## config.mk

```make
export PLATFORM = sky130hd
export DESIGN_NAME = clkgen_backend
export DESIGN_NICKNAME = d
export VERILOG_FILES = /design/src/rtl/clkgen_pkg.sv /design/src/rtl/clkgen_tick_sel.sv /design/src/rtl/clkgen_mod_cnt.sv /design/src/rtl/clkgen_out_div.sv /design/src/rtl/clkgen_dbg_sel.sv /design/src/rtl/clkgen_backend.sv
export SDC_FILE = /design/constraint.sdc
export NUM_CORES = 1
export LEC_CHECK = 0
export BUFFER_PORTS_ARGS = -buffer_cell sky130_fd_sc_hd__buf_2
export CAP_MARGIN = 0
export CORE_UTILIZATION = 45
export CTS_BUF_LIST = sky130_fd_sc_hd__clkbuf_16
export CTS_CLUSTER_DIAMETER = 30
export DETAILED_ROUTE_END_ITERATION = 6
export GPL_TIMING_DRIVEN = 1
export PLACE_DENSITY = 0.68
export SETUP_SLACK_MARGIN = 0.15
export SLEW_MARGIN = 20
export SYNTH_ARGS = -nofsm -noshare
export SYNTH_HDL_FRONTEND = slang
export SYNTH_SLANG_ARGS = --single-unit
```

## constraint.sdc

```tcl
create_clock -name vco_clk -period 2 [get_ports vco_clk]
set_input_delay 0.2 -clock vco_clk [delete_from_list [all_inputs] [get_ports vco_clk]]
set_output_delay 0.2 -clock vco_clk [all_outputs]
set_load 0.02 [all_outputs]
```

## src/rtl/clkgen_pkg.sv

```systemverilog
`timescale 1ns/1ps
package clkgen_pkg;
  localparam int MW = 9;            // modulus width
  localparam int NW = 2;            // divide code width
  localparam int TW = 3;            // debug code width
  localparam int PW = (1 << NW) - 1; // phase counter width
  localparam int RW = PW + 1;        // ratio width

  typedef enum logic [TW-1:0] {
    DBG_SHIFT  = 3'b000,
    DBG_HIGH   = 3'b001,
    DBG_REF    = 3'b010,
    DBG_MCNT   = 3'b011,
    DBG_OUT    = 3'b100,
    DBG_LOW    = 3'b101,
    DBG_BYPASS = 3'b110,
    DBG_QUART  = 3'b111
  } dbg_sel_e;

  // Ratio R = 2^code
  function automatic logic [RW-1:0] div_ratio(input logic [NW-1:0] code);
    return RW'(1) << code;
  endfunction

  // Last phase value before the divided clock toggles
  function automatic logic [PW-1:0] phase_last(input logic [NW-1:0] code);
    logic [RW-1:0] lim;
    lim = div_ratio(code) - RW'(1);
    return lim[PW-1:0];
  endfunction

  // Last count of the modulus counter; 0 and 1 collapse to pass-through
  function automatic logic [MW-1:0] mod_last(input logic [MW-1:0] m);
    return (m <= MW'(1)) ? '0 : m - MW'(1);
  endfunction
endpackage

```

## src/rtl/clkgen_tick_sel.sv

```systemverilog
`timescale 1ns/1ps
module clkgen_tick_sel #(
  parameter int SYNC = 2
) (
  input  logic clk,
  input  logic rst_n,
  input  logic ser_clk,
  input  logic bypass,
  output logic tick,
  output logic ser_edge
);
  logic [SYNC:0] sh;

  always_ff @(posedge clk or negedge rst_n) begin
    if (!rst_n) sh <= '0;
    else        sh <= {sh[SYNC-1:0], ser_clk};
  end

  assign ser_edge = sh[SYNC-1] & ~sh[SYNC];
  assign tick     = bypass ? ser_edge : 1'b1;

  // a synchronized serial edge lasts one fast cycle
  assert_edge_single_R9: assert property (@(posedge clk) disable iff (!rst_n)
    ser_edge |=> !ser_edge);
endmodule

```

## src/rtl/clkgen_mod_cnt.sv

```systemverilog
`timescale 1ns/1ps
module clkgen_mod_cnt
  import clkgen_pkg::*;
(
  input  logic          clk,
  input  logic          rst_n,
  input  logic          tick,
  input  logic [MW-1:0] m_mod,
  output logic          m_out
);
  logic [MW-1:0] cnt;
  logic [MW-1:0] last;
  logic          wrap;

  assign last = mod_last(m_mod);
  assign wrap = (cnt >= last);

  always_ff @(posedge clk or negedge rst_n) begin
    if (!rst_n) begin
      cnt   <= '0;
      m_out <= 1'b0;
    end else if (tick) begin
      cnt   <= wrap ? '0 : cnt + MW'(1);
      m_out <= wrap;
    end
  end

  // for M >= 2 a pulse never repeats on the following tick
  assert_mod_pulse_narrow_R4: assert property (@(posedge clk) disable iff (!rst_n)
    (m_mod >= MW'(2) && $stable(m_mod) && tick && m_out) |=> !m_out);
endmodule

```

## src/rtl/clkgen_out_div.sv

```systemverilog
`timescale 1ns/1ps
module clkgen_out_div
  import clkgen_pkg::*;
(
  input  logic          clk,
  input  logic          rst_n,
  input  logic          tick,
  input  logic          bypass,
  input  logic [NW-1:0] n_code,
  input  logic          out_en,
  output logic          div_q,
  output logic          clk_out
);
  logic [PW-1:0] ph;
  logic [NW-1:0] n_prev;
  logic          byp_prev;
  logic          oe_q;
  logic          restart;

  assign restart = (n_code != n_prev) || (bypass != byp_prev);

  always_ff @(posedge clk or negedge rst_n) begin
    if (!rst_n) begin
      ph       <= '0;
      div_q    <= 1'b0;
      n_prev   <= '0;
      byp_prev <= 1'b0;
    end else begin
      n_prev   <= n_code;
      byp_prev <= bypass;
      if (restart) begin
        ph    <= '0;
        div_q <= 1'b0;
      end else if (tick) begin
        if (ph >= phase_last(n_code)) begin
          ph    <= '0;
          div_q <= ~div_q;
        end else begin
          ph <= ph + PW'(1);
        end
      end
    end
  end

  // Enable latch moves only during the low phase
  always_ff @(posedge clk or negedge rst_n) begin
    if (!rst_n)      oe_q <= 1'b0;
    else if (!div_q) oe_q <= out_en;
  end

  assign clk_out = div_q & oe_q;

  assert_restart_clears_R2: assert property (@(posedge clk) disable iff (!rst_n)
    restart |=> (ph == '0 && !div_q));

  assert_enable_low_only_R3: assert property (@(posedge clk) disable iff (!rst_n)
    (oe_q != $past(oe_q)) |-> !$past(div_q));

  assert_no_tick_hold_R9: assert property (@(posedge clk) disable iff (!rst_n)
    (!tick && !restart) |=> ($stable(div_q) && $stable(ph)));
endmodule

```

## src/rtl/clkgen_dbg_sel.sv

```systemverilog
`timescale 1ns/1ps
module clkgen_dbg_sel
  import clkgen_pkg::*;
(
  input  logic          clk,
  input  logic          rst_n,
  input  logic [TW-1:0] t_code,
  input  logic          shift_q,
  input  logic          ref_clk,
  input  logic          m_out,
  input  logic          clk_out,
  output logic          dbg_out
);
  logic [1:0] q4;
  logic       out_d;
  logic       out_rise;

  assign out_rise = clk_out & ~out_d;

  always_ff @(posedge clk or negedge rst_n) begin
    if (!rst_n) begin
      q4    <= '0;
      out_d <= 1'b0;
    end else begin
      out_d <= clk_out;
      if (out_rise) q4 <= q4 + 2'd1;
    end
  end

  always_comb begin
    case (dbg_sel_e'(t_code))
      DBG_SHIFT:  dbg_out = shift_q;
      DBG_HIGH:   dbg_out = 1'b1;
      DBG_REF:    dbg_out = ref_clk;
      DBG_MCNT:   dbg_out = m_out;
      DBG_OUT:    dbg_out = clk_out;
      DBG_LOW:    dbg_out = 1'b0;
      DBG_BYPASS: dbg_out = m_out;
      default:    dbg_out = q4[1];
    endcase
  end

  assert_quarter_step_R8: assert property (@(posedge clk) disable iff (!rst_n)
    out_rise |=> (q4 == $past(q4) + 2'd1));
endmodule

```

## src/rtl/clkgen_backend.sv

```systemverilog
`timescale 1ns/1ps
module clkgen_backend
  import clkgen_pkg::*;
#(
  parameter int SYNC = 2
) (
  input  logic          vco_clk,
  input  logic          rst_n,
  input  logic          ref_clk,
  input  logic          ser_clk,
  input  logic [MW-1:0] m_mod,
  input  logic [NW-1:0] n_code,
  input  logic [TW-1:0] t_code,
  input  logic          out_en,
  input  logic          shift_q,
  output logic          clk_out,
  output logic          dbg_out
);
  logic bypass;
  logic tick;
  logic ser_edge;
  logic m_out;
  logic div_q;

  assign bypass = (t_code == DBG_BYPASS);

  clkgen_tick_sel #(.SYNC(SYNC)) u_tick (
    .clk(vco_clk), .rst_n(rst_n), .ser_clk(ser_clk), .bypass(bypass),
    .tick(tick), .ser_edge(ser_edge)
  );

  clkgen_mod_cnt u_mcnt (
    .clk(vco_clk), .rst_n(rst_n), .tick(tick), .m_mod(m_mod), .m_out(m_out)
  );

  clkgen_out_div u_ndiv (
    .clk(vco_clk), .rst_n(rst_n), .tick(tick), .bypass(bypass),
    .n_code(n_code), .out_en(out_en), .div_q(div_q), .clk_out(clk_out)
  );

  clkgen_dbg_sel u_dbg (
    .clk(vco_clk), .rst_n(rst_n), .t_code(t_code), .shift_q(shift_q),
    .ref_clk(ref_clk), .m_out(m_out), .clk_out(clk_out), .dbg_out(dbg_out)
  );

  // the gated output can only be high while the divided clock is
  assert_out_within_div_R3: assert property (@(posedge vco_clk) disable iff (!rst_n)
    clk_out |-> div_q);
endmodule

```

Word level (Yosys, flattened, before mapping)
Cells that the tools add are included.
Storage, ports and cells
  logic and storage cells: 49
  output and inout bits: 2
  register bits after elaboration: 24
Operators by class
  eq/ne operators: 8
  multiplexer cells: 10
  reductions and logical operators: 6
  bitwise logic cells: 6
  order comparisons: 3
  shifts and indexed selects: 1
  $add $sub $neg: 5
Operators with widths (count)
  2-to-1 mux 9 bit: 2
  adder 9 x 1 -> 9 bit (second input constant): 1
  == test 3 bit (second input constant): 3
  >= comparator 9 bit: 1
  less-or-equal comparator 9 x 1 -> 1 bit (second input constant): 1
  2-to-1 mux 3 bit: 3
  subtractor 9 x 1 -> 9 bit (second input constant): 1
  == test 3 x 2 -> 1 bit (second input constant): 2
  case mux 1 bit (6 select lines): 1
  2-to-1 mux 1 bit: 4
  nonzero test 2 bit: 2
  adder 3 x 1 -> 3 bit (second input constant): 1
  bitwise AND 1 bit: 3
  == test 3 x 1 -> 1 bit (second input constant): 1
  >= comparator 3 bit: 1
  zero test 3 bit: 1
  NOT 1 bit: 3
  << shifter 1 x 2 -> 3 bit (first input constant): 1
  subtractor 3 x 1 -> 3 bit (second input constant): 1
  adder 2 x 1 -> 2 bit (second input constant): 1
  != test 2 bit: 1
  AND reduction 2 bit: 1
  OR reduction 2 bit: 1
  logical OR 1 bit: 1
  != test 1 bit: 1

Logic depth before layout (Yosys ltp)
Gate-level depths: netlist of the first run.
  depth in word-level cells: 6
  depth in mapped cells: 12
  mapped depth without buffers: 11

Cells and area by module
Synthesis of the first run repeated with hierarchy kept, for this count alone.
Unflattened totals
  cell total of the unflattened synthesis: 180
  area total of the unflattened synthesis: 1631.6 sq um
By module, submodules not included
  clkgen_mod_cnt: cells an instance 119, area an instance 938.4 sq um, instances 1
  clkgen_out_div: cells an instance 39, area an instance 416.6 sq um, instances 1
  clkgen_dbg_sel: cells an instance 16, area an instance 165.2 sq um, instances 1
  clkgen_tick_sel: cells an instance 5, area an instance 102.6 sq um, instances 1
  clkgen_backend: cells an instance 1, area an instance 8.8 sq um, instances 1

Worst setup path before layout of the first run
Ideal clock, no wire load.
  path type: input to register
  start point: input m_mod[4]
  end point: register u_mcnt.cnt[5]
  setup time: 0.104 ns
  setup slack: -0.673 ns
  buffers on the path: 1
  data arrival time: 2.569 ns
  cell stages on the path: 11
  path through: nor4_2 nand2b_1 or4_1 buf_2 and2_4 ha_1 nor2b_1 o21ai_0 a211oi_4 nand2_2 o311ai_1
On the way
  word-level cells in the longest chain between the ends: 4
  elaborated cells on any way between the ends: 5
  classes of those cells: add/sub (1); order compare (2); mux (2)
Ends and longest elaborated chain
  start, declared: line clkgen_backend.sv:11  | input logic [MW-1:0] m_mod,
  subtractor 9 x 1 -> 9 bit or less-or-equal comparator 9 x 1 -> 1 bit (tied branches): line clkgen_pkg.sv:34  | return (m <= MW'(1)) ? '0 : m - MW'(1);
  2-to-1 mux 9 bit (*): line clkgen_pkg.sv:34
  >= comparator 9 bit (*): line clkgen_mod_cnt.sv:16  | assign wrap = (cnt >= last);
  2-to-1 mux 9 bit (*): line clkgen_mod_cnt.sv:23  | cnt <= wrap ? '0 : cnt + MW'(1);
  end signal, assigned: line clkgen_mod_cnt.sv:23
  end, declared: line clkgen_mod_cnt.sv:11  | logic [MW-1:0] cnt;
Mark *: on every way between the ends. The rest lies on a longest branch, timed or not.
A chain may end at the register's enable or synchronous reset.

Worst setup path after layout of the first run
Same ends and word-level chain as after synthesis.

==> flow_results.xml, run 1 <==
<?xml version="1.0" encoding="UTF-8"?>
<metrics>
  <group name="final_layout">
    <metric name="antennaDiodeCount" unit="">0</metric>
    <metric name="layout.nets" unit="">250</metric>
    <metric name="leading_cell_type_in_the_layout_fill_and_taps_excluded" unit="">sky130_fd_sc_hd__dfrtp_1</metric>
    <metric name="flow.area_growth_from_synthesis" unit="%">31.3</metric>
    <metric name="drive_above_1_share" unit="%">31.0</metric>
    <metric name="final_cells" unit="">259</metric>
    <metric name="mostFrequentLayoutCells" unit="">sky130_fd_sc_hd__dfrtp_1 (24), sky130_fd_sc_hd__nand2_1 (22), sky130_fd_sc_hd__buf_2 (19)</metric>
  </group>
  <group name="floorplanning">
    <metric name="die_width" unit="um">61.1</metric>
    <metric name="io-pin-count" unit="">22</metric>
    <metric name="core_area" unit="um^2">3340</metric>
    <metric name="initial_core_util" unit="%">47.1</metric>
    <metric name="design.die.area" unit="um^2">3730</metric>
    <metric name="core.rowCount" unit="">21</metric>
    <metric name="die_height" unit="um">61.1</metric>
  </group>
  <group name="timing">
    <metric name="fmax" unit="GHz">0.415</metric>
    <metric name="timing_max_transition_violations_final" unit="">0</metric>
    <metric name="layout_setup_ws" unit="ns">-0.410</metric>
    <metric name="tightest_slew" unit="ns">0.755</metric>
    <metric name="final_period_minus_worst_setup_slack" unit="ns">2.41</metric>
    <metric name="report.final.hold_viol_count" unit="">0</metric>
    <metric name="slew-limit-headroom" unit="%">49.1</metric>
    <metric name="clock-skew-final" unit="ns">0.00167</metric>
    <metric name="rsz_0062_raised_after_global_routing" unit="">yes</metric>
    <metric name="post-route-period-util" unit="%">120</metric>
    <metric name="setup_viol" unit="">10</metric>
  </group>
  <group name="clock_tree">
    <metric name="clock_pin_slew_on_the_worst_setup_and_hold_paths" unit="ns">0.06</metric>
    <metric name="htree_levels" unit="">1</metric>
    <metric name="clock_sinks" unit="">24</metric>
    <metric name="cts-buffers-inserted" unit="">3</metric>
    <metric name="cts_tree" unit="">yes</metric>
    <metric name="ctsRootBufferMaster" unit="">sky130_fd_sc_hd__clkbuf_16</metric>
    <metric name="clk_path_buf_depth" unit="">2</metric>
    <metric name="clock_insertion_delay_worst_skew" unit="ns">0.25</metric>
  </group>
  <group name="synth">
    <metric name="synth_enable_flop_cells" unit="">0</metric>
    <metric name="synth_largest_type_area_fraction" unit="%">38.2</metric>
    <metric name="sequential_to_total_area_share_from_yosys_stat" unit="%">38.2</metric>
    <metric name="synthArstFlopShare" unit="%">100</metric>
    <metric name="predominant_post_synthesis_flop_cell" unit="">sky130_fd_sc_hd__dfrtp_1</metric>
    <metric name="syn_area_per_cell" unit="um^2">9.03</metric>
    <metric name="yosysWarningCount" unit="">0</metric>
    <metric name="synth.distinct_cells" unit="">37</metric>
    <metric name="synth_top_cells_by_area" unit="">sky130_fd_sc_hd__dfrtp_1 (38%), sky130_fd_sc_hd__ha_1 (13%), sky130_fd_sc_hd__nand2_1 (5.7%)</metric>
    <metric name="synth_seq_cells" unit="">24</metric>
    <metric name="synthesis.instances" unit="">174</metric>
    <metric name="mappedNetlistNets" unit="">210</metric>
    <metric name="netlist.top_cell.by_area" unit="">sky130_fd_sc_hd__dfrtp_1</metric>
    <metric name="syn_area" unit="um^2">1570</metric>
  </group>
  <group name="drt">
    <metric name="via_count" unit="">1364</metric>
    <metric name="firstDrtPassIters" unit="">4</metric>
    <metric name="antenna_left" unit="">0</metric>
    <metric name="postRouteWirelength" unit="mm">3.37</metric>
    <metric name="drt-wirelength-per-cell" unit="um">13.0</metric>
    <metric name="dr.first_iter.drc_count" unit="">49</metric>
    <metric name="drc" unit="">0</metric>
    <metric name="via_per_inst" unit="">5.27</metric>
  </group>
  <group name="status">
    <metric name="run_status" unit="">finished, violations left</metric>
    <metric name="failed_checks" unit="">negative setup slack</metric>
  </group>
  <group name="pwr">
    <metric name="share_clk_of_total_power" unit="%">22.0</metric>
    <metric name="power.internal" unit="mW">1.23</metric>
    <metric name="share_seq_of_total_power" unit="%">38.3</metric>
    <metric name="switching_share" unit="%">36.8</metric>
    <metric name="netSwitchingPower" unit="uW">715</metric>
    <metric name="combPwrFrac" unit="%">39.7</metric>
    <metric name="cellPowerDensity" unit="nW/um^2">943</metric>
    <metric name="p_leak" unit="nW">0.951</metric>
    <metric name="ir_worst_vdd" unit="mV">0.681</metric>
    <metric name="design_power_total" unit="mW">1.95</metric>
  </group>
  <group name="grt">
    <metric name="grt_pass1_vias" unit="">1283</metric>
    <metric name="grt_overflow" unit="">0</metric>
    <metric name="grt_start_max_net_pins" unit="">25</metric>
    <metric name="antenna_found_initial" unit="">0</metric>
    <metric name="grt_first_pass_wirelength" unit="mm">5.27</metric>
    <metric name="grt_usage" unit="%">18.9</metric>
  </group>
  <group name="critical_path">
    <metric name="critical-path-slowest-cell" unit="">sky130_fd_sc_hd__or4_4</metric>
    <metric name="bufs_and_invs_on_worst_path" unit="">1</metric>
    <metric name="crit-reg2reg-launch" unit="">u_mcnt.cnt[6]</metric>
    <metric name="timing.critical_path.arrival" unit="ns">2.57</metric>
    <metric name="worst_r2r_path_depth" unit="">6</metric>
    <metric name="crit_fanout" unit="">8</metric>
    <metric name="criticalPathCategory" unit="">in2reg</metric>
    <metric name="crit_family" unit="">simple AND/OR/NAND/NOR gates</metric>
    <metric name="timing.critical_path.required" unit="ns">2.16</metric>
    <metric name="r2r-end" unit="">u_mcnt.cnt[5]</metric>
    <metric name="worstSetupEndpointType" unit="">register</metric>
    <metric name="reg2reg_setup_slack" unit="ns">0.12</metric>
    <metric name="setup.worst_path.start_class" unit="">input port</metric>
    <metric name="critical-path-max-stage-delay" unit="ns">0.50</metric>
    <metric name="timing.critical_path.cells" unit="">buf_6, nor4_4, nand2b_1, or4_4, and2_4, ha_4, nor2b_2, o21ai_2, a211oi_4, nand2_4, o311ai_4</metric>
  </group>
  <group name="place">
    <metric name="place_congestion" unit="">0.849</metric>
    <metric name="io_buffer_count" unit="">21</metric>
    <metric name="dp_hpwl" unit="mm">2.44</metric>
    <metric name="placed_cells_incl_taps" unit="">251</metric>
  </group>
  <group name="min_path">
    <metric name="worstHoldEndpoint" unit="">u_tick.sh[0]</metric>
    <metric name="depth_of_the_worst_hold_timing_path" unit="">1</metric>
    <metric name="worst_hold_startpoint" unit="">ser_clk</metric>
    <metric name="hp-class" unit="">in2reg</metric>
  </group>
  <group name="run">
    <metric name="max-cap-violations" unit="">0</metric>
  </group>
</metrics>
==> layer usage <==
metal	wire length [um]	vias up	GRT usage (%)
met2	1650	21	33.2
met1	1580	648	23.3
met5	0	-	0
met3	114	2	4.83
li1	-	693	-
met4	20	0	4.22
==> flip-flops by register name, summed over array words and instances (netlist names) <==
| register | cells |
|---|---|
| u_ndiv.oe_q | 1 |
| u_dbg.out_d | 1 |
| u_mcnt.cnt | 9 |
| u_ndiv.ph | 3 |
| u_ndiv.div_q | 1 |
| u_ndiv.n_prev | 2 |
| u_ndiv.byp_prev | 1 |
| u_mcnt.m_out | 1 |
| u_tick.sh | 3 |
| u_dbg.q4 | 2 |
==> worst register-to-register path, cell delays in order (launching register included) <==
cell	delay (ns)
sky130_fd_sc_hd__dfrtp_1	0.45
sky130_fd_sc_hd__ha_1	0.35
sky130_fd_sc_hd__nand4_1	0.12
sky130_fd_sc_hd__nor2_1	0.09
sky130_fd_sc_hd__a211oi_4	0.35
sky130_fd_sc_hd__nand2_4	0.13
sky130_fd_sc_hd__o311ai_4	0.30
==> power groups by stage <==
stage          registers, mW  logic (mW)  clock network, mW
4_1_cts                0.730       0.726              0.438
6_report               0.746       0.772              0.427
2_1_floorplan          0.704       0.465                  0
3_3_place_gp           0.732       0.608                  0
3_5_place_dp           0.735       0.645                  0
5_1_grt                0.765       0.865              0.460
==> per-stage QoR <==
| stage | utilization, % | TNS (ns) | hold slack [ns] | worst slack, ns | cell area, um^2 |
|---|---|---|---|---|---|
| 6_report | 61.8 | -3.56 | 0.0468 | -0.410 | 2060 |
| 2_1_floorplan | - | -4.73 | -0.0956 | -0.543 | 1600 |
| 3_3_place_gp | 55.2 | -6.62 | 0.198 | -0.698 | 1840 |
| 5_1_grt | 61.8 | -4.93 | 0.0410 | -0.541 | 2060 |
| 4_1_cts | 59.7 | -3.30 | 0.0444 | -0.363 | 1990 |
| 3_5_place_dp | 55.2 | -7.51 | 0.204 | -0.821 | 1840 |
==> kinds of logic (layout without fill, tap and decap cells) <==
logic type / after synthesis / count (layout) / synth area share (%)
fa+ha+maj: 17 / 17 / 13.4
flops: 24 / 24 / 38.2
simple gates: 73 / 74 / 23.3
mux: 1 / 1 / 0.637
buf+inv: 14 / 52 / 3.50
xor+xnor: 12 / 12 / 6.69
compound gates: 33 / 33 / 14.3
==> cell usage after synthesis, drive strengths merged, types with 3 or more instances <==
cell type	count
nand2	25
dfrtp	24
ha	16
nor2	13
inv	11
nand3	10
o21ai	10
a21oi	9
xnor2	7
nand2b	6
xor2	5
nor3	4
o311ai	4
a211oi	3
nor2b	3
or2	3
==> worst max-delay path by stage <==
stage	from	end	slack (ns)	cells past startpoint
floorplan	m_mod[4]	u_mcnt.cnt[7]	-0.54	11
global placement	m_mod[4]	u_mcnt.cnt[5]	-0.70	11
detailed placement	m_mod[4]	u_mcnt.cnt[7]	-0.82	11
CTS	m_mod[4]	u_mcnt.cnt[6]	-0.36	11
global route	m_mod[4]	u_mcnt.cnt[3]	-0.54	12
finish	m_mod[4]	u_mcnt.cnt[5]	-0.41	11
==> layout make-up <==
cell class	instances	area [um^2]
fill	283	1270
multi-input combinational	137	1040
timing repair buffer	37	244
clock inverter	1	3.75
tap	46	57.6
sequential	24	601
clock buffer	3	75.1
inverter	11	41.3
==> what timing repair did <==
| action | CTS | global route |
|---|---|---|
| endpoints found under the setup margin | 10 | 10 |
| hold buffers | 1 | 0 |
| buffers inserted | 0 | 2 |
| pin swaps | 2 | 4 |
| hold endpoints to repair | 24 | 0 |
| cloned | 1 | 0 |
| gates resized for setup | 15 | 9 |
Power figures use the tool's default switching activity.
==> inputs of run 2 (changes only) <==
--- a/config.mk
+++ b/config.mk
@@ -7,9 +7,11 @@
 export LEC_CHECK = 0
 export BUFFER_PORTS_ARGS = -buffer_cell sky130_fd_sc_hd__buf_2
 export CAP_MARGIN = 0
+export CORE_ASPECT_RATIO = 1.2
 export CORE_UTILIZATION = 45
 export CTS_BUF_LIST = sky130_fd_sc_hd__clkbuf_16
 export CTS_CLUSTER_DIAMETER = 30
+export CTS_CLUSTER_SIZE = 14
 export DETAILED_ROUTE_END_ITERATION = 6
 export GPL_TIMING_DRIVEN = 1
 export PLACE_DENSITY = 0.68
==> run 2 against run 1 <==
Net effect: the flow still finishes with violations (negative setup slack); worst setup slack worse by 0.016 ns; sequential cell count is the same; via count grew 3.9%; sequential power is essentially flat; die area about the same; maximum frequency fell by 0.64%; critical path depth unchanged; register-to-register slack got worse by 0.04 ns; combinational power is 12% higher; count of clock-buffer cells in the layout stayed put; clock power increased by 33%; critical endpoint is now u_mcnt.cnt[8]; largest cell class unchanged; largest power group unchanged; highest routed layer unchanged.
==> flow_results.xml, run 2 (synthesis results as in run 1) <==
<?xml version="1.0" encoding="UTF-8"?>
<metrics>
  <group name="grt">
    <metric name="grt_pass1_vias" unit="">1438</metric>
    <metric name="grt_first_pass_wirelength" unit="mm">5.82</metric>
    <metric name="grt_usage" unit="%">19.8</metric>
    <metric name="antenna_found_initial" unit="">0</metric>
    <metric name="grt_overflow" unit="">0</metric>
    <metric name="grt_start_max_net_pins" unit="">25</metric>
  </group>
  <group name="timing">
    <metric name="timing_max_transition_violations_final" unit="">0</metric>
    <metric name="post-route-period-util" unit="%">121</metric>
    <metric name="report.final.hold_viol_count" unit="">0</metric>
    <metric name="clock-skew-final" unit="ns">0.00644</metric>
    <metric name="setup_total_negative_slack" unit="ns">-3.65</metric>
    <metric name="final_period_minus_worst_setup_slack" unit="ns">2.43</metric>
    <metric name="tightest_slew" unit="ns">0.764</metric>
    <metric name="setup_viol" unit="">10</metric>
    <metric name="layout_setup_ws" unit="ns">-0.425</metric>
    <metric name="slew-limit-headroom" unit="%">48.5</metric>
    <metric name="fmax" unit="GHz">0.412</metric>
    <metric name="rsz_0062_raised_after_global_routing" unit="">yes</metric>
    <metric name="hold_slack" unit="ns">0.0456</metric>
  </group>
  <group name="floorplanning">
    <metric name="die_height" unit="um">66.7</metric>
    <metric name="die_width" unit="um">55.9</metric>
    <metric name="initial_core_util" unit="%">47.1</metric>
    <metric name="design.die.area" unit="um^2">3730</metric>
    <metric name="core_area" unit="um^2">3340</metric>
    <metric name="io-pin-count" unit="">22</metric>
    <metric name="core.rowCount" unit="">23</metric>
  </group>
  <group name="clock_tree">
    <metric name="clock_insertion_delay_worst_skew" unit="ns">0.26</metric>
    <metric name="clk_path_buf_depth" unit="">2</metric>
    <metric name="ctsRootBufferMaster" unit="">sky130_fd_sc_hd__clkbuf_16</metric>
    <metric name="clock_pin_slew_on_the_worst_setup_and_hold_paths" unit="ns">0.06</metric>
    <metric name="clock_sinks" unit="">24</metric>
    <metric name="cts_tree" unit="">yes</metric>
    <metric name="cts-buffers-inserted" unit="">3</metric>
    <metric name="htree_levels" unit="">1</metric>
  </group>
  <group name="place">
    <metric name="io_buffer_count" unit="">21</metric>
    <metric name="dp_hpwl" unit="mm">2.60</metric>
    <metric name="placement_stage_cell_area" unit="um^2">1820</metric>
    <metric name="place_congestion" unit="">0.795</metric>
    <metric name="dp_worst_setup_slack" unit="ns">-0.806</metric>
    <metric name="placed_cells_incl_taps" unit="">240</metric>
  </group>
  <group name="critical_path">
    <metric name="worstSetupEndpointType" unit="">register</metric>
    <metric name="timing.critical_path.arrival" unit="ns">2.58</metric>
    <metric name="criticalPathCategory" unit="">in2reg</metric>
    <metric name="crit_fanout" unit="">8</metric>
    <metric name="setup.worst_path.start_class" unit="">input port</metric>
    <metric name="timing.critical_path.required" unit="ns">2.16</metric>
  </group>
  <group name="min_path">
    <metric name="hp-class" unit="">in2reg</metric>
  </group>
  <group name="final_layout">
    <metric name="stdcell_area" unit="um^2">2070</metric>
    <metric name="final_core_utilization" unit="%">62.1</metric>
    <metric name="largest-register" unit="">u_mcnt.cnt</metric>
    <metric name="final_cells" unit="">249</metric>
    <metric name="leading_cell_type_in_the_layout_fill_and_taps_excluded" unit="">sky130_fd_sc_hd__dfrtp_1</metric>
    <metric name="drive_above_1_share" unit="%">31.1</metric>
    <metric name="mostFrequentLayoutCells" unit="">sky130_fd_sc_hd__dfrtp_1 (24), sky130_fd_sc_hd__nand2_1 (22), sky130_fd_sc_hd__buf_2 (19)</metric>
    <metric name="largest_register_ff_count" unit="">9</metric>
    <metric name="largest_registers" unit="">u_mcnt.cnt x9, u_ndiv.ph x3, u_tick.sh x3</metric>
    <metric name="antennaDiodeCount" unit="">0</metric>
    <metric name="layout.nets" unit="">249</metric>
    <metric name="flow.area_growth_from_synthesis" unit="%">31.9</metric>
  </group>
  <group name="drt">
    <metric name="via_per_inst" unit="">5.69</metric>
    <metric name="postRouteWirelength" unit="mm">3.50</metric>
    <metric name="dr.first_iter.drc_count" unit="">47</metric>
    <metric name="firstDrtPassIters" unit="">4</metric>
    <metric name="drc" unit="">0</metric>
    <metric name="drt-wirelength-per-cell" unit="um">14.0</metric>
    <metric name="antenna_left" unit="">0</metric>
    <metric name="via_count" unit="">1417</metric>
  </group>
  <group name="pwr">
    <metric name="p_leak" unit="nW">0.960</metric>
    <metric name="cellPowerDensity" unit="nW/um^2">1050</metric>
    <metric name="ir_worst_vdd" unit="mV">0.893</metric>
    <metric name="design_power_total" unit="mW">2.18</metric>
  </group>
  <group name="status">
    <metric name="failed_checks" unit="">negative setup slack</metric>
    <metric name="run_status" unit="">finished, violations left</metric>
  </group>
  <group name="run">
    <metric name="max-cap-violations" unit="">0</metric>
  </group>
</metrics>
## run 2: critical path, cell delays in order
cell	delay, ns
sky130_fd_sc_hd__buf_8	0.10
sky130_fd_sc_hd__nor4_4	0.28
sky130_fd_sc_hd__nand2b_1	0.14
sky130_fd_sc_hd__or4_4	0.49
sky130_fd_sc_hd__nand2_1	0.10
sky130_fd_sc_hd__ha_1	0.25
sky130_fd_sc_hd__nand4_1	0.17
sky130_fd_sc_hd__nor2_2	0.09
sky130_fd_sc_hd__a211oi_4	0.35
sky130_fd_sc_hd__nand2_4	0.12
sky130_fd_sc_hd__o311ai_4	0.29
## run 2: final timing paths
kind,startpoint,endpoint,slack [ns],cells after the start
min,ser_clk,u_tick.sh[0],0.05,1
min reg2reg,u_tick.sh[0],u_tick.sh[1],0.36,0
max,m_mod[4],u_mcnt.cnt[8],-0.43,11
max reg2reg,u_mcnt.cnt[6],u_mcnt.cnt[8],0.08,6
max in group asynchronous,rst_n,u_dbg.q4[0],1.18,2
min in group asynchronous,rst_n,u_tick.sh[2],0.45,2
## run 2: power by group
part           total (mW)  switching (mW)  leakage, nW  internal, mW
clock network       0.567           0.169       0.0511         0.398
logic               0.867           0.450        0.601         0.417
registers           0.749           0.146        0.308         0.603
total                2.18           0.765        0.960          1.42
## run 2: cell type report
type	count	area (um^2)
fillers	277	1260
multi-input cells	137	1040
flip-flops and latches	24	601
repair buffers	36	240
clock buffers	3	75.1
well taps	37	46.3
inverters	11	41.3
clock inverters	1	30.0
## run 2: per-layer routing
layer,vias to the layer above,routed length (um),global-route usage (%)
met5,-,0,0
met4,0,111,11.3
met3,10,87,2.72
met2,38,1940,38.3
met1,680,1360,20.6
li1,689,-,-
## run 2: what timing repair did
action / 4_1_cts / 5_1_grt
resized for setup: 21 / 6
gates cloned: 1 / 0
pin swaps: 3 / 2
hold buffers: 1 / 0
setup buffers: 2 / 1
endpoints found under the setup margin: 10 / 10
hold endpoints to repair: 24 / 0
==> inputs of run 3 (changes only) <==
--- a/config.mk
+++ b/config.mk
@@ -6,7 +6,7 @@
 export NUM_CORES = 1
 export LEC_CHECK = 0
 export BUFFER_PORTS_ARGS = -buffer_cell sky130_fd_sc_hd__buf_2
-export CAP_MARGIN = 0
+export CAP_MARGIN = 5
 export CORE_ASPECT_RATIO = 1.2
 export CORE_UTILIZATION = 45
 export CTS_BUF_LIST = sky130_fd_sc_hd__clkbuf_16
@@ -20,3 +20,4 @@
 export SYNTH_ARGS = -nofsm -noshare
 export SYNTH_HDL_FRONTEND = slang
 export SYNTH_SLANG_ARGS = --single-unit
+export TNS_END_PERCENT = 30
==> run 3 against run 2 <==
Net effect: sequential cell count stayed put; sequential power is 3% lower; cell area is 1.1% lower; via count is 0.64% lower; power is 9.6% lower; first-iteration DRC count stayed put; global-route usage is 1.2 points higher; register-to-register slack worse by 0.03 ns; the run still ends with negative setup slack left; routed wire length hardly changed; hold slack better by 0.0069 ns.
==> flow_results.xml, run 3 (synthesis results as in run 1) <==
<?xml version="1.0" encoding="UTF-8"?>
<metrics>
  <group name="drt">
    <metric name="postRouteWirelength" unit="mm">3.50</metric>
    <metric name="firstDrtPassIters" unit="">4</metric>
    <metric name="dr.first_iter.drc_count" unit="">47</metric>
    <metric name="via_count" unit="">1408</metric>
    <metric name="via_per_inst" unit="">5.57</metric>
    <metric name="drt-wirelength-per-cell" unit="um">13.8</metric>
    <metric name="antenna_left" unit="">0</metric>
    <metric name="drc" unit="">0</metric>
  </group>
  <group name="critical_path">
    <metric name="critical-path-slowest-cell" unit="">sky130_fd_sc_hd__or4_4</metric>
    <metric name="critical-path-max-stage-delay" unit="ns">0.49</metric>
    <metric name="timing.critical_path.arrival" unit="ns">2.61</metric>
    <metric name="timing.critical_path.required" unit="ns">2.15</metric>
    <metric name="critPathMostFrequentCell" unit="">sky130_fd_sc_hd__nand2_2</metric>
    <metric name="criticalPathCategory" unit="">in2reg</metric>
    <metric name="reg2reg_setup_slack" unit="ns">0.05</metric>
    <metric name="worstSetupEndpointType" unit="">register</metric>
    <metric name="crit_fanout" unit="">7</metric>
    <metric name="setup.worst_path.start_class" unit="">input port</metric>
    <metric name="timing.critical_path.cells" unit="">buf_6, nor4_4, nand2b_1, or4_4, nand2_2, ha_1, a21oi_2, o21ai_2, a211oi_4, nand2_2, o311ai_2</metric>
  </group>
  <group name="clock_tree">
    <metric name="clk_path_buf_depth" unit="">2</metric>
    <metric name="clock_insertion_delay_worst_skew" unit="ns">0.25</metric>
    <metric name="cts_tree" unit="">yes</metric>
    <metric name="clock_pin_slew_on_the_worst_setup_and_hold_paths" unit="ns">0.06</metric>
    <metric name="clock_sinks" unit="">24</metric>
    <metric name="ctsRootBufferMaster" unit="">sky130_fd_sc_hd__clkbuf_16</metric>
    <metric name="cts-buffers-inserted" unit="">3</metric>
    <metric name="htree_levels" unit="">1</metric>
  </group>
  <group name="timing">
    <metric name="timing_max_transition_violations_final" unit="">0</metric>
    <metric name="post-route-period-util" unit="%">123</metric>
    <metric name="fmax" unit="GHz">0.408</metric>
    <metric name="setup_viol" unit="">10</metric>
    <metric name="report.final.hold_viol_count" unit="">0</metric>
    <metric name="slew-limit-headroom" unit="%">63.2</metric>
    <metric name="tightest_slew" unit="ns">0.547</metric>
    <metric name="final_period_minus_worst_setup_slack" unit="ns">2.45</metric>
    <metric name="hold_slack" unit="ns">0.0525</metric>
    <metric name="clock-skew-final" unit="ns">0.00231</metric>
    <metric name="rsz_0062_raised_after_global_routing" unit="">yes</metric>
    <metric name="layout_setup_ws" unit="ns">-0.453</metric>
  </group>
  <group name="final_layout">
    <metric name="final_cells" unit="">253</metric>
    <metric name="layout.nets" unit="">254</metric>
    <metric name="drive_above_1_share" unit="%">31.9</metric>
    <metric name="largest-register" unit="">u_mcnt.cnt</metric>
    <metric name="flow.area_growth_from_synthesis" unit="%">30.4</metric>
    <metric name="mostFrequentLayoutCells" unit="">sky130_fd_sc_hd__dfrtp_1 (24), sky130_fd_sc_hd__nand2_1 (22), sky130_fd_sc_hd__buf_2 (19)</metric>
    <metric name="largest_registers" unit="">u_mcnt.cnt x9, u_ndiv.ph x3, u_tick.sh x3</metric>
    <metric name="leading_cell_type_in_the_layout_fill_and_taps_excluded" unit="">sky130_fd_sc_hd__dfrtp_1</metric>
    <metric name="antennaDiodeCount" unit="">0</metric>
    <metric name="filler_cell_count" unit="">308</metric>
    <metric name="largest_register_ff_count" unit="">9</metric>
  </group>
  <group name="place">
    <metric name="io_buffer_count" unit="">21</metric>
    <metric name="dp_hpwl" unit="mm">2.65</metric>
    <metric name="placed_cells_incl_taps" unit="">243</metric>
    <metric name="place_congestion" unit="">0.847</metric>
  </group>
  <group name="grt">
    <metric name="grt_pass1_vias" unit="">1466</metric>
    <metric name="grt_start_max_net_pins" unit="">25</metric>
    <metric name="grt_first_pass_wirelength" unit="mm">6.07</metric>
    <metric name="antenna_found_initial" unit="">0</metric>
    <metric name="grt_usage" unit="%">21.0</metric>
    <metric name="grt_overflow" unit="">0</metric>
  </group>
  <group name="floorplanning">
    <metric name="die_height" unit="um">66.7</metric>
    <metric name="initial_core_util" unit="%">47.1</metric>
    <metric name="design.die.area" unit="um^2">3730</metric>
    <metric name="core.rowCount" unit="">23</metric>
    <metric name="io-pin-count" unit="">22</metric>
    <metric name="core_area" unit="um^2">3340</metric>
    <metric name="die_width" unit="um">55.9</metric>
  </group>
  <group name="run">
    <metric name="max-cap-violations" unit="">0</metric>
  </group>
  <group name="pwr">
    <metric name="cellPowerDensity" unit="nW/um^2">962</metric>
    <metric name="p_leak" unit="nW">0.967</metric>
    <metric name="design_power_total" unit="mW">1.97</metric>
    <metric name="ir_worst_vdd" unit="mV">0.783</metric>
  </group>
  <group name="min_path">
    <metric name="hp-class" unit="">in2reg</metric>
  </group>
  <group name="status">
    <metric name="run_status" unit="">finished, violations left</metric>
    <metric name="failed_checks" unit="">negative setup slack</metric>
  </group>
</metrics>
-- run 3: cell count changes in the layout (fill, tap and decap cells not counted), sizes merged --
cell and delta:
buf +5, bufinv -1
-- run 3: worst paths after layout --
path                               start       endpoint  cells past startpoint
setup / recovery                m_mod[4]  u_mcnt.cnt[5]                     11
hold / removal                   ser_clk   u_tick.sh[0]                      1
setup reg to reg           u_mcnt.cnt[8]  u_mcnt.cnt[5]                      6
hold reg to reg             u_tick.sh[0]   u_tick.sh[1]                      0
max in group asynchronous          rst_n    u_dbg.out_d                      2
min in group asynchronous          rst_n   u_tick.sh[2]                      2
-- run 3: cell type report --
class                   count  area [um^2]  area share (%)
inverters                  11         41.3            2.01
multi-input cells         137         1010            49.4
flip-flops and latches     24          601            29.3
repair buffers             41          274            13.4
well taps                  37         46.3            2.26
clock buffers               3         75.1            3.66
-- run 3: routing by layer --
metal,global-route usage (%),vias to the layer above,wire [um]
li1,-,695,-
met1,22.6,667,1420
met2,40.2,34,1870
met3,3.50,12,114
met4,9.45,0,93
met5,0,-,0
-- run 3: what timing repair did --
item                                    4_1_cts  5_1_grt
gates resized for setup                      10       15
gates cloned                                  1        0
hold buffers                                  1        0
endpoints found under the setup margin       10       11
pin swaps                                     1        3
endpoints found under the hold margin        24        0
buffers inserted                              3        2
-- run 3: worst max-delay path, delay by kind of cell --
| family | cells | cell delay, ns |
|---|---|---|
| AOI/OAI and AO/OA | 4 | 0.88 |
| and+or+nand+nor | 5 | 1.17 |
| adders and majority gates | 1 | 0.26 |
| buffers and inverters | 1 | 0.10 |
-- run 3: power by group --
group	total [mW]	internal, mW	switching (mW)
logic	0.819	0.385	0.434
clock network	0.424	0.264	0.160
registers	0.729	0.603	0.125
-- run 3: through the flow --
step | util, % | setup slack, ns | TNS (ns) | area (um^2)
after global placement | 55.1 | -0.690 | -6.41 | 1840
after global routing | 61.4 | -0.554 | -4.58 | 2050
after CTS | 59.3 | -0.355 | -3.03 | 1980
after detailed placement | 55.1 | -0.806 | -7.30 | 1840
final | 61.4 | -0.453 | -3.59 | 2050
after floorplan | - | -0.544 | -4.78 | 1600
